[config.mk]
export PLATFORM = sky130hd
export DESIGN_NAME = prefix_sched
export DESIGN_NICKNAME = d
export VERILOG_FILES = /design/src/rtl/prefix_sched.sv
export SDC_FILE = /design/constraint.sdc
export NUM_CORES = 1
export LEC_CHECK = 0
export CORE_MARGIN = 3
export CORE_UTILIZATION = 45
export DETAILED_ROUTE_END_ITERATION = 8
export MAX_ROUTING_LAYER = met4
export PLACE_DENSITY = 0.66
export SLEW_MARGIN = 10
export SYNTH_ARGS = -nofsm -noshare
export SYNTH_HDL_FRONTEND = slang
export SYNTH_SLANG_ARGS = --single-unit
[constraint.sdc]
create_clock -name clk -period 8.5 [get_ports clk]
set_input_delay 2.55 -clock clk [delete_from_list [all_inputs] [get_ports clk]]
set_output_delay 2.55 -clock clk [all_outputs]
set_load 0.01 [all_outputs]
[src/rtl/prefix_sched.sv]
module prefix_sched #(
  parameter int IW = 7
) (
  input  logic          clk,
  input  logic          rst,
  input  logic          start,
  input  logic [IW-1:0] count,
  input  logic [1:0]    mode,
  input  logic          rev_levels,
  input  logic          step,
  output logic          valid,
  output logic [IW-1:0] idx,
  output logic          last,
  output logic          done
);
  localparam int AW = IW + 2;
  localparam int LW = $clog2(IW);

  typedef enum logic [1:0] {S_IDLE, S_UP, S_DN} st_t;

  st_t           st;
  logic [IW-1:0] n_q;
  logic          scan_q, rsel_q, rev_q, done_q;
  logic [LW-1:0] lvl, top_q;
  logic [AW-1:0] j;

  function automatic logic [LW-1:0] top_of(input logic [IW-1:0] nn);
    logic [LW-1:0] r;
    r = '0;
    for (int k = 0; k < IW; k++)
      if ((AW'(1) << k) < AW'(nn)) r = LW'(k);
    return r;
  endfunction

  function automatic logic [LW:0] dn_first(input logic [IW-1:0] nn, input logic [LW-1:0] t);
    logic [LW:0] r;
    r = '0;
    for (int k = 0; k < IW; k++)
      if (LW'(k) < t && (AW'(3) << k) < AW'(nn)) r = {1'b1, LW'(k)};
    return r;
  endfunction

  logic [LW-1:0] top_in;
  logic [LW:0]   dfirst;
  logic [AW-1:0] s, nn, nm1, up_l, up_rr, up_r, dn_l, dn_r, j_nx, cur;
  logic          more_up, more_dn, up_end, go_dn;

  assign top_in  = top_of(count);
  assign dfirst  = dn_first(n_q, top_q);
  assign s       = AW'(1) << lvl;
  assign nn      = AW'(n_q);
  assign nm1     = nn - AW'(1);
  assign up_l    = j + s - AW'(1);
  assign up_rr   = j + (s << 1) - AW'(1);
  assign up_r    = (up_rr > nm1) ? nm1 : up_rr;
  assign dn_l    = j + (s << 1) - AW'(1);
  assign dn_r    = dn_l + s;
  assign j_nx    = j + (s << 1);
  assign more_up = (j_nx + s) < nn;
  assign more_dn = (dn_r + (s << 1)) < nm1;
  assign up_end  = rev_q ? (lvl == '0) : (lvl == top_q);
  assign go_dn   = scan_q && dfirst[LW];

  always_comb begin
    if (st == S_DN) cur = rsel_q ? dn_r : dn_l;
    else            cur = rsel_q ? up_r : up_l;
  end

  assign valid = (st != S_IDLE);
  assign idx   = cur[IW-1:0];
  assign done  = done_q;
  assign last  = (st == S_UP) ? (!more_up && up_end && !go_dn)
               : (st == S_DN) ? (!more_dn && lvl == '0) : 1'b0;

  always_ff @(posedge clk) begin
    if (rst) begin
      st     <= S_IDLE;
      done_q <= 1'b0;
      n_q    <= '0;
      scan_q <= 1'b0;
      rsel_q <= 1'b0;
      rev_q  <= 1'b0;
      lvl    <= '0;
      top_q  <= '0;
      j      <= '0;
    end else begin
      done_q <= 1'b0;
      case (st)
        S_IDLE: if (start) begin
          n_q    <= count;
          scan_q <= mode[1];
          rsel_q <= mode[0];
          rev_q  <= rev_levels;
          top_q  <= top_in;
          j      <= '0;
          lvl    <= rev_levels ? top_in : '0;
          if (count < IW'(2)) done_q <= 1'b1;
          else                st     <= S_UP;
        end
        S_UP: if (step) begin
          if (more_up) j <= j_nx;
          else if (!up_end) begin
            lvl <= rev_q ? lvl - LW'(1) : lvl + LW'(1);
            j   <= '0;
          end else if (go_dn) begin
            st  <= S_DN;
            lvl <= dfirst[LW-1:0];
            j   <= '0;
          end else begin
            st     <= S_IDLE;
            done_q <= 1'b1;
          end
        end
        S_DN: if (step) begin
          if (more_dn) j <= j_nx;
          else if (lvl != '0) begin
            lvl <= lvl - LW'(1);
            j   <= '0;
          end else begin
            st     <= S_IDLE;
            done_q <= 1'b1;
          end
        end
        default: st <= S_IDLE;
      endcase
    end
  end

  AST_LAST_NEEDS_VALID: assert property (@(posedge clk) disable iff (rst)
    last |-> valid);
  AST_HOLD_STALLED: assert property (@(posedge clk) disable iff (rst)
    valid && !step |=> valid && $stable(idx) && $stable(last));
  AST_DONE_AFTER_LAST: assert property (@(posedge clk) disable iff (rst)
    valid && step && last |=> done && !valid);
  AST_DONE_IDLE: assert property (@(posedge clk) disable iff (rst)
    done |-> !valid);
  AST_IDX_BOUND: assert property (@(posedge clk) disable iff (rst)
    valid |-> (idx < n_q) && (cur[AW-1:IW] == '0));
  AST_START_IGNORED: assert property (@(posedge clk) disable iff (rst)
    valid && start && !(step && last) |=> valid);
  AST_EMPTY_RUN: assert property (@(posedge clk) disable iff (rst)
    !valid && start && count < IW'(2) |=> done && !valid);
endmodule

# Yosys cells after proc, flatten, opt, wreduce, memory -nomap -nowiden
# Cells that the tools add are included.
# word_totals
regBits,28
latch_bits,0
ram_bits,0
rom_bits,0
elab_cells,138
n_memories,0
# op_classes
add_sub_neg,10
n_mul,0
div_mod_pow,0
n_lt_le_gt_ge,22
n_eq_ne,15
shift,1
muxes,59
bitwise_logic,0
reduce_logical,22
# ops
cell,n
two-way mux 9 bit,8
two-way mux 3 bit,13
adder 9 bit,4
two-way mux 7 bit,4
one-hot mux 9 bit (3 select lines),1
two-way mux 4 bit,6
two-way mux 2 bit,11
!= test 2 bit (second input constant),8
AND reduction 8 bit,2
< comparator 2 x 7 -> 1 bit (first input constant),2
< comparator 3 x 7 -> 1 bit (first input constant),2
< comparator 4 x 7 -> 1 bit (first input constant),2
< comparator 5 x 7 -> 1 bit (first input constant),2
< comparator 6 x 7 -> 1 bit (first input constant),2
< comparator 7 bit (first input constant),2
two-way mux 1 bit,13
logical AND 1 bit,10
> comparator 9 bit,1
< comparator 9 x 7 -> 1 bit,1
< comparator 9 bit,1
one-hot mux 3 bit (3 select lines),1
<< shifter 1 x 3 -> 9 bit (first input constant),1
subtractor 9 x 1 -> 9 bit (second input constant),1
subtractor 7 x 1 -> 8 bit (second input constant),1
24 further kinds,30

# Logic depth before layout (Yosys ltp)
# Gate-level depths: netlist of run 1.
# logic_depth
word_depth,14
mapped_depth,30
ltp_nobuf,28

# Worst setup path before layout of run 1
# Ideal clock, no wire load.
# synth_timing
path_kind,register to output
from,register lvl[1]
to,output last
t_arrival_ns,5.453
required_time_ns,5.950
path_slack_ns,0.497
path_stages_with_launch,29
n_path_buf,2
path_cell_list,dfxtp_1 -> inv_1 -> ha_1 -> buf_2 -> and2b_1 -> buf_2 -> xnor2_1 -> ha_1 -> inv_1 -> ha_1 -> xnor2_1 -> ha_1 -> inv_1 -> a2111oi_0 -> nor2_1 -> xnor2_1 -> ha_1 -> o21ai_0 -> a41oi_1 -> nor2_1 -> xnor2_1 -> ha_1 -> a22o_1 -> nor4_1 -> o21ai_1 -> a31o_2 -> a21oi_1 -> nor3_1 -> or2_1
# synth_via
elab_chain_len,10
elab_cells_between_ends,18
classes_between,5 x add/sub; 2 x order compare; 1 x eq/ne; 1 x shift; 3 x mux; 6 x reduce/logical
# synth_rtl
item,line_no,rtl
from (decl),24,"logic [LW-1:0] lvl, top_q;"
from (signal assigned),96,lvl <= rev_levels ? top_in : '0;
from (signal assigned),103,lvl <= rev_q ? lvl - LW'(1) : lvl + LW'(1);
from (signal assigned),107,lvl <= dfirst[LW-1:0];
<< shifter 1 x 3 -> 9 bit,50,assign s = AW'(1) << lvl;
adder 9 bit,"56, 58",
subtractor 9 x 1 -> 9 bit,56,assign dn_l = j + (s << 1) - AW'(1);
adder 9 bit,57,assign dn_r = dn_l + s;
adder 9 bit,60,assign more_dn = (dn_r + (s << 1)) < nm1;
< comparator 9 bit,60,
zero test 1 bit,73,: (st == S_DN) ? (!more_dn && lvl == '0) : 1'b0;
logical AND 1 bit,73,
two-way mux 1 bit,73,
two-way mux 1 bit (*),72,assign last = (st == S_UP) ? (!more_up && up_end && !go_dn)
to (decl),13,"output logic last,"
# Mark *: on every way between the ends. The rest lies on a longest branch, timed or not.

# Final worst setup path of run 1
# Ends and elaborated chain as after synthesis.

==> results of run 1 <==
-- Yosys cell counts (4+ instances only) --
| library cell | number | share of area (%) |
|---|---|---|
| inv_1 | 47 | 3.9 |
| a31o_2 | 6 | 1.2 |
| mux2i_1 | 7 | 1.5 |
| nor3_1 | 15 | 1.6 |
| nor2b_1 | 6 | 0.82 |
| and2_1 | 4 | 0.55 |
| nand2b_1 | 7 | 0.96 |
| xnor2_1 | 40 | 7.7 |
| nor2_1 | 36 | 3.0 |
| a21oi_1 | 47 | 5.1 |
| nand4_1 | 7 | 0.96 |
| ha_1 | 71 | 19 |
| o21bai_1 | 4 | 0.66 |
| o21a_1 | 5 | 0.82 |
| o211ai_1 | 16 | 2.6 |
| nand3_1 | 5 | 0.55 |
| a21o_1 | 7 | 1.2 |
| dfxtp_1 | 27 | 12 |
| o31ai_2 | 6 | 1.6 |
| buf_2 | 6 | 0.66 |
| a211oi_1 | 7 | 1.2 |
| o21ai_1 | 5 | 0.55 |
| clkbuf_1 | 11 | 0.90 |
| a31oi_1 | 6 | 0.82 |
| mux4_2 | 5 | 2.5 |
| xor2_1 | 9 | 1.7 |
| nand2_1 | 63 | 5.2 |
| o21ai_0 | 20 | 2.2 |
-- layout make-up --
cell class | instances | area (um2) | area share, %
clock buffers | 4 | 45.04 | 0.8473
flip-flops and latches | 27 | 541.8 | 10.19
inverters | 52 | 195.2 | 3.671
repair buffers | 65 | 548.0 | 10.31
multi-input cells | 482 | 3820 | 71.85
well taps | 133 | 166.4 | 3.130
-- what timing repair did --
item / 4_1_cts / 5_1_grt
gates resized for setup: 13 / 10
hold buffers: 0 / 0
buffers inserted: 3 / 1
pin swaps: 3 / 1
setup endpoints to repair: 1 / 1
-- metrics by stage --
stage	setup TNS, ps	utilization [%]	area (um2)
finish	0	54.14	5316
global route	-6.717	54.14	5316
CTS	0	53.57	5260
detailed placement	-10.33	52.32	5137
global placement	0	52.32	5137
floorplan	0	-	4568
-- cell usage in the layout, fill, tap and decap left out, types with 3 or more instances in the layout --
master / Yosys / final
nor3_1: 15 / 15
nand2b_1: 7 / 7
o21bai_1: 4 / 4
a2111oi_4: 2 / 3
o21ai_1: 5 / 7
or2_1: 3 / 3
nand3_1: 5 / 5
clkdlybuf4s50_1: 0 / 22
buf_4: 1 / 42
a31oi_1: 6 / 6
dfxtp_1: 27 / 26
nor2b_1: 6 / 6
inv_2: 3 / 3
a211oi_1: 7 / 7
clkbuf_8: 0 / 3
o21a_1: 5 / 5
o21ai_0: 20 / 18
nor2_1: 36 / 35
and2_1: 4 / 4
o211ai_1: 16 / 16
nand2_1: 63 / 63
or3b_1: 3 / 3
mux4_2: 5 / 5
a31o_2: 6 / 6
mux2i_1: 7 / 7
nand4_1: 7 / 7
a21o_1: 7 / 7
o31ai_2: 6 / 6
nor4_2: 2 / 3
a221oi_1: 3 / 3
xor2_1: 9 / 9
a21oi_1: 47 / 44
inv_1: 47 / 47
ha_1: 71 / 70
xnor2_1: 40 / 39
-- critical path, delay by kind of cell (launching register included) --
| family | cells | cell delay, ps |
|---|---|---|
| adders and majority gates | 7 | 1890 |
| buffers and inverters | 5 | 470 |
| DFF | 1 | 340 |
| xor gates and xnor gates | 3 | 450 |
| AOI/OAI and AO/OA | 7 | 1420 |
| and+or+nand+nor | 6 | 710 |
-- sequential cells by signal, indices dropped and copies added, names as in the netlist --
signal,flops
scan_q,1
rev_q,1
st,2
lvl,3
j,8
done,1
n_q,7
top_q,3
rsel_q,1
-- metal layers --
metal,GRT usage [%],vias to the layer above
met5,-,-
met4,6.119,0
li1,-,2219
met3,2.348,19
met2,40.83,134
met1,29.99,2114
-- kinds of logic (layout without fill, tap and decap cells) --
group / count (synthesis) / in the layout / share of synthesized area, %
AND/OR/NAND/NOR: 174 / 174 / 19.01
AO/OA/AOI/OAI: 169 / 169 / 27.56
adder cells (fa/ha/maj): 75 / 75 / 20.54
buffers and inverters: 75 / 121 / 6.738
XOR/XNOR: 51 / 51 / 10.24
flip-flops: 27 / 27 / 11.83
multiplexers: 12 / 12 / 3.999
other: 1 / 1 / 0.08209
-- worst max-delay path by stage --
stage	startpoint	end	slack [ps]	cells after the start
floorplan	lvl[1]	last	500	28
global placement	lvl[0]	last	90	21
detailed placement	lvl[0]	last	-10	28
CTS	lvl[0]	last	2	28
global route	lvl[1]	last	-7	25
finish	lvl[1]	last	380	28
==> results by group, run 1 <==
Outcome
  • Status: finished, final reports clean

Synth
  • Sequential share of the synthesized area: 11.83%
  • Ys Warns: 0
  • Mapped Cells: 584
  • Post-synth EDFFs: 0
  • Async set-reset flop share out of synthesis: 0%
  • Post-synthesis sequential element count: 27
  • Post-synth net total: 670
  • Synth Cell Area: 4568 um2
  • Top_reg_cell synth: dfxtp_1
  • Synthesized area per cell: 7.822 um2
  • Cell variety after synth: 82

Global route
  • Vias in the first global route: 4,269
  • Initial antenna violation count: 0
  • Largest net degree at the start of global routing: 23
  • GRT overflow: 0
  • First-pass GRT wire length: ~21,000 um
  • Total GRT Usage: 23.75%

Routing
  • Vias: 4,486
  • Drt pass-1 iters: 5
  • DRT iter0 DRCs: ~240
  • Routed len/inst: 17.33 um
  • Vias per cell: 5.879
  • Met2 wire len: around 6400 um
  • Antenna-violating nets left: 0
  • M1 wire length: roughly 6000 um
  • Detailed Route WL: 13,230 um
  • DRC violations left: 0
  • Top layer in use: met4
  • Met3 wire len: 593 um

Place
  • Routability cong.: 0.9866
  • Cells after DPL: between 700 and 800
  • Final HPWL DP: 10,880 um
  • Place WS: -10.33 ps
  • PortBufs: 23

Clocking
  • H-tree lvl count: 1
  • Root buffer cell: clkbuf_8
  • CTS tree: yes
  • Maximum root-to-sink buffer count: 2
  • Reg clk slew, reported paths: 100 ps
  • Clock insertion delay at the later pin of the skew report: ~300 ps
  • # clock sinks: 27
  • Num CTS Buffers: 3

Flow run
  • Number of max-cap violations: 0

Die
  • Initial Utilization: 46.52%
  • DIE AREA: approximately 11,000 um2
  • I/O pins: 24
  • Die Span X: 106.8 um
  • Core area: 9819 um2
  • Die height: 106.8 um
  • FP Rows: 36

Setup path
  • Worst setup path class: reg2out
  • CP Data Arrival Time: between 5000 and 6000 ps
  • Worst-path maximum fanout: 4
  • Worst endpoint required time: 5950 ps
  • Critical path endpoint category: output port
  • Worst path slowest cell: ha_1
  • Reg2Reg Setup Slack: 2220 ps
  • Reg2Reg Launch Point: lvl[1]
  • Worst setup SP type: flip-flop
  • CP most frequent cell: ha_1
  • Worst R2R Path Depth: 28
  • RR Endpoint: j[4]
  • Critical Path Max Stage Delay: 350 ps

Timing
  • Hold slack final: 479.2 ps
  • Worst Skew: 13.40 ps
  • # setup viols final: 0
  • Final worst-path cycle share: 95.57%
  • Worst Setup Slack, final: 376.8 ps
  • Final Critical Period: 8123 ps
  • Rel. slew slack: 45.90%
  • Hold Vio Cnt, Final: 0
  • Max Freq: between 0.1 and 0.15 GHz
  • Max Transition Viols Final: 0
  • Worst Tran Pin Value: 809.0 ps

Worst hold path
  • Hold/Removal Path Class: reg2reg
  • Worst Hold Path Cells: 2
  • Hold Path End: scan_q
  • Hold Startpoint: scan_q

Layout
  • Area Overhead vs Synth: 16.38%
  • Layout Nets: 717
  • Antenna cells: 0
  • Layout cells sized above 1: 15.08%
  • Fin cells: 763
  • FILL cells: 973
Power of run 1 is not shown: default switching activity piles up to over one toggle a cycle in this logic, so the estimate is an artifact.
==> run 2, diff against run 1 <==
CELL_PAD_IN_SITES_DETAIL_PLACEMENT = 0   (was default)
CELL_PAD_IN_SITES_GLOBAL_PLACEMENT = 2   (was default)
CORE_UTILIZATION = 37   (was 45)
PLACE_DENSITY = default   (was 0.66)
PLACE_DENSITY_LB_ADDON = 0.3   (was default)
==> run 2 against run 1 <==
  * Critical path depth did not move
  * Cell area grew 1.9%
  * Hold slack worse by 12 ps
  * Utilization shrank 8.1 points
  * Setup slack worse by 140 ps
==> results by group, run 2 (synthesis results as in run 1) <==
Global route
  • Most Crowded Layer GR: met2
  • Global Route met2 Usage: 36.37% (-4.5 points)
  • GRT overflow: 0 (unchanged)
  • Total GRT Usage: 21.57% (-2.2 points)
  • Met3 GRT Util: 1.799% (-0.55 points)
  • Met1 GRT Util: 26.75% (-3.2 points)
  • First-pass GRT wire length: 22,480 um (+5.3%)
  • Vias in the first global route: 4,368 (+2.3%)
  • Initial antenna violation count: 0 (unchanged)
  • Largest net degree at the start of global routing: 23 (unchanged)

Die
  • Initial Utilization: 38.84% (-7.7 points)
  • I/O pins: 24 (unchanged)
  • Core area: 11,760 um2 (+20%)
  • Die Span X: 117.1 um (+9.7%)
  • DIE AREA: 13,720 um2 (+20%)
  • Die height: 117.1 um (+9.7%)
  • FP Rows: 39 (+8.3%)

Clocking
  • Clock insertion delay at the later pin of the skew report: 270 ps (-30 ps)
  • Cts hold-fix bufs: 0 (unchanged)
  • Reg clk slew, reported paths: 70 ps (-30 ps)
  • Root buffer cell: clkbuf_16
  • Maximum root-to-sink buffer count: 2 (unchanged)
  • H-tree lvl count: 1 (unchanged)
  • Num CTS Buffers: 3 (unchanged)
  • CTS tree: yes
  • # clock sinks: 27 (unchanged)

Timing
  • Rel. slew slack: 45.57% (-0.33 points)
  • Worst Setup Slack, final: 234.6 ps (-142.2 ps)
  • Hold Vio Cnt, Final: 0 (unchanged)
  • Worst Skew: 8.153 ps (-5.242 ps)
  • Max Transition Viols Final: 0 (unchanged)
  • Final Critical Period: 8265 ps (+142.2 ps)
  • # setup viols final: 0 (unchanged)
  • Max Freq: 0.1210 GHz (-1.7%)
  • Hold slack final: 467.4 ps (-11.74 ps)
  • Post-Route Setup TNS: 0 ps (unchanged)
  • Worst Tran Pin Value: 813.9 ps (+4.892 ps)
  • Final worst-path cycle share: 97.24% (+1.7 points)

Setup path
  • Worst path slowest cell: dfxtp_2
  • CP delay by family, top: adder cells
  • Worst endpoint required time: 5950 ps (about the same)
  • Reg2Reg Setup Slack: 2170 ps (-50 ps)
  • Worst-path maximum fanout: 7 (+3)
  • Worst setup SP type: flip-flop
  • CP most frequent cell: ha_1
  • CP Data Arrival Time: 5720 ps (+150 ps)
  • Critical Path Max Stage Delay: 360 ps (about the same)
  • WP buf/inv: 6 (+1)
  • Worst setup path class: reg2out
  • Critical path endpoint category: output port

Routing
  • Routed len/inst: 17.49 um (+0.90%)
  • Detailed Route WL: 13,970 um (+5.7%)
  • Drt pass-1 iters: 4 (-1)
  • Vias: 4,467 (-0.42%)
  • Vias per cell: 5.591 (-4.9%)
  • DRC violations left: 0 (unchanged)
  • DRT iter0 DRCs: 257 (+6.6%)
  • Antenna-violating nets left: 0 (unchanged)

Place
  • Routability cong.: 0.9545 (-3.3%)
  • Final HPWL DP: 11,740 um (+7.9%)
  • Place WS: -58.84 ps (-48.50 ps)
  • PortBufs: 23 (unchanged)

Layout
  • Most frequent cells in the layout: ha_1, nand2_1, buf_4, inv_1, a21oi_1
  • Max reg flops: 8 (unchanged)
  • Layout Utilization: 46.08% (-8.1 points)
  • Layout cells sized above 1: 15.91% (+0.83 points)
  • Area Overhead vs Synth: 18.63%
  • Antenna cells: 0 (unchanged)
  • Top Registers: j: 8 flops, n_q: 7 flops
  • Most flop-heavy register: j
  • Most common cell after layout, fill and taps aside: ha_1
  • Layout Nets: 722 (+0.70%)
  • FILL cells: 1,196 (+23%)

Flow run
  • Number of max-cap violations: 0 (unchanged)

Outcome
  • Status: finished, final reports clean

Worst hold path
  • Hold/Removal Path Class: reg2reg
[run 2: cell count changes in the layout (fill, tap and decap cells not counted), sizes merged]
cell          before  now
dlymetal6s2s       1    0
dlygate4sd2        0    1
buf               42   47
[run 2: cell type report]
cell class	count	area, um2	share of cell area (%)
sequential	27	541.8	9.998
inverter	52	195.2	3.602
clock buffer	4	78.83	1.455
timing repair buffer	70	581.8	10.74
tap	164	205.2	3.787
multi-input combinational	482	3816	70.42
[run 2: routing by layer]
metal  wire length [um]  vias up
met5                  0        -
met4                687        0
met3                366       42
met2               6508      101
met1               6411     2085
li1                   -     2239
[run 2: final timing paths]
kind | startpoint | endpoint | cells past startpoint
worst min-delay path | scan_q | scan_q | 2
worst max-delay path | lvl[0] | last | 28
worst max register to register | lvl[0] | j[4] | 28
worst min register to register | scan_q | scan_q | 2
[run 2: through the flow]
step	instances	instance area [um2]
5_1_grt	799	5419
4_1_cts	797	5329
3_3_place_gp	792	5221
3_5_place_dp	792	5221
6_report	799	5419
2_1_floorplan	584	4568
[run 2: tightest hold or removal path: stages (launching register included)]
cell and delay (ps):
dfxtp_1 310, nand2_1 50, a21oi_1 60
[run 2: what timing repair did]
| action | 4_1_cts | 5_1_grt |
|---|---|---|
| pin swaps | 0 | 5 |
| setup endpoints to repair | 1 | 1 |
| setup buffers | 1 | 2 |
| endpoints found under the hold margin | 0 | 0 |
| resized for setup | 7 | 15 |
Power of run 2 is left out for the same reason.
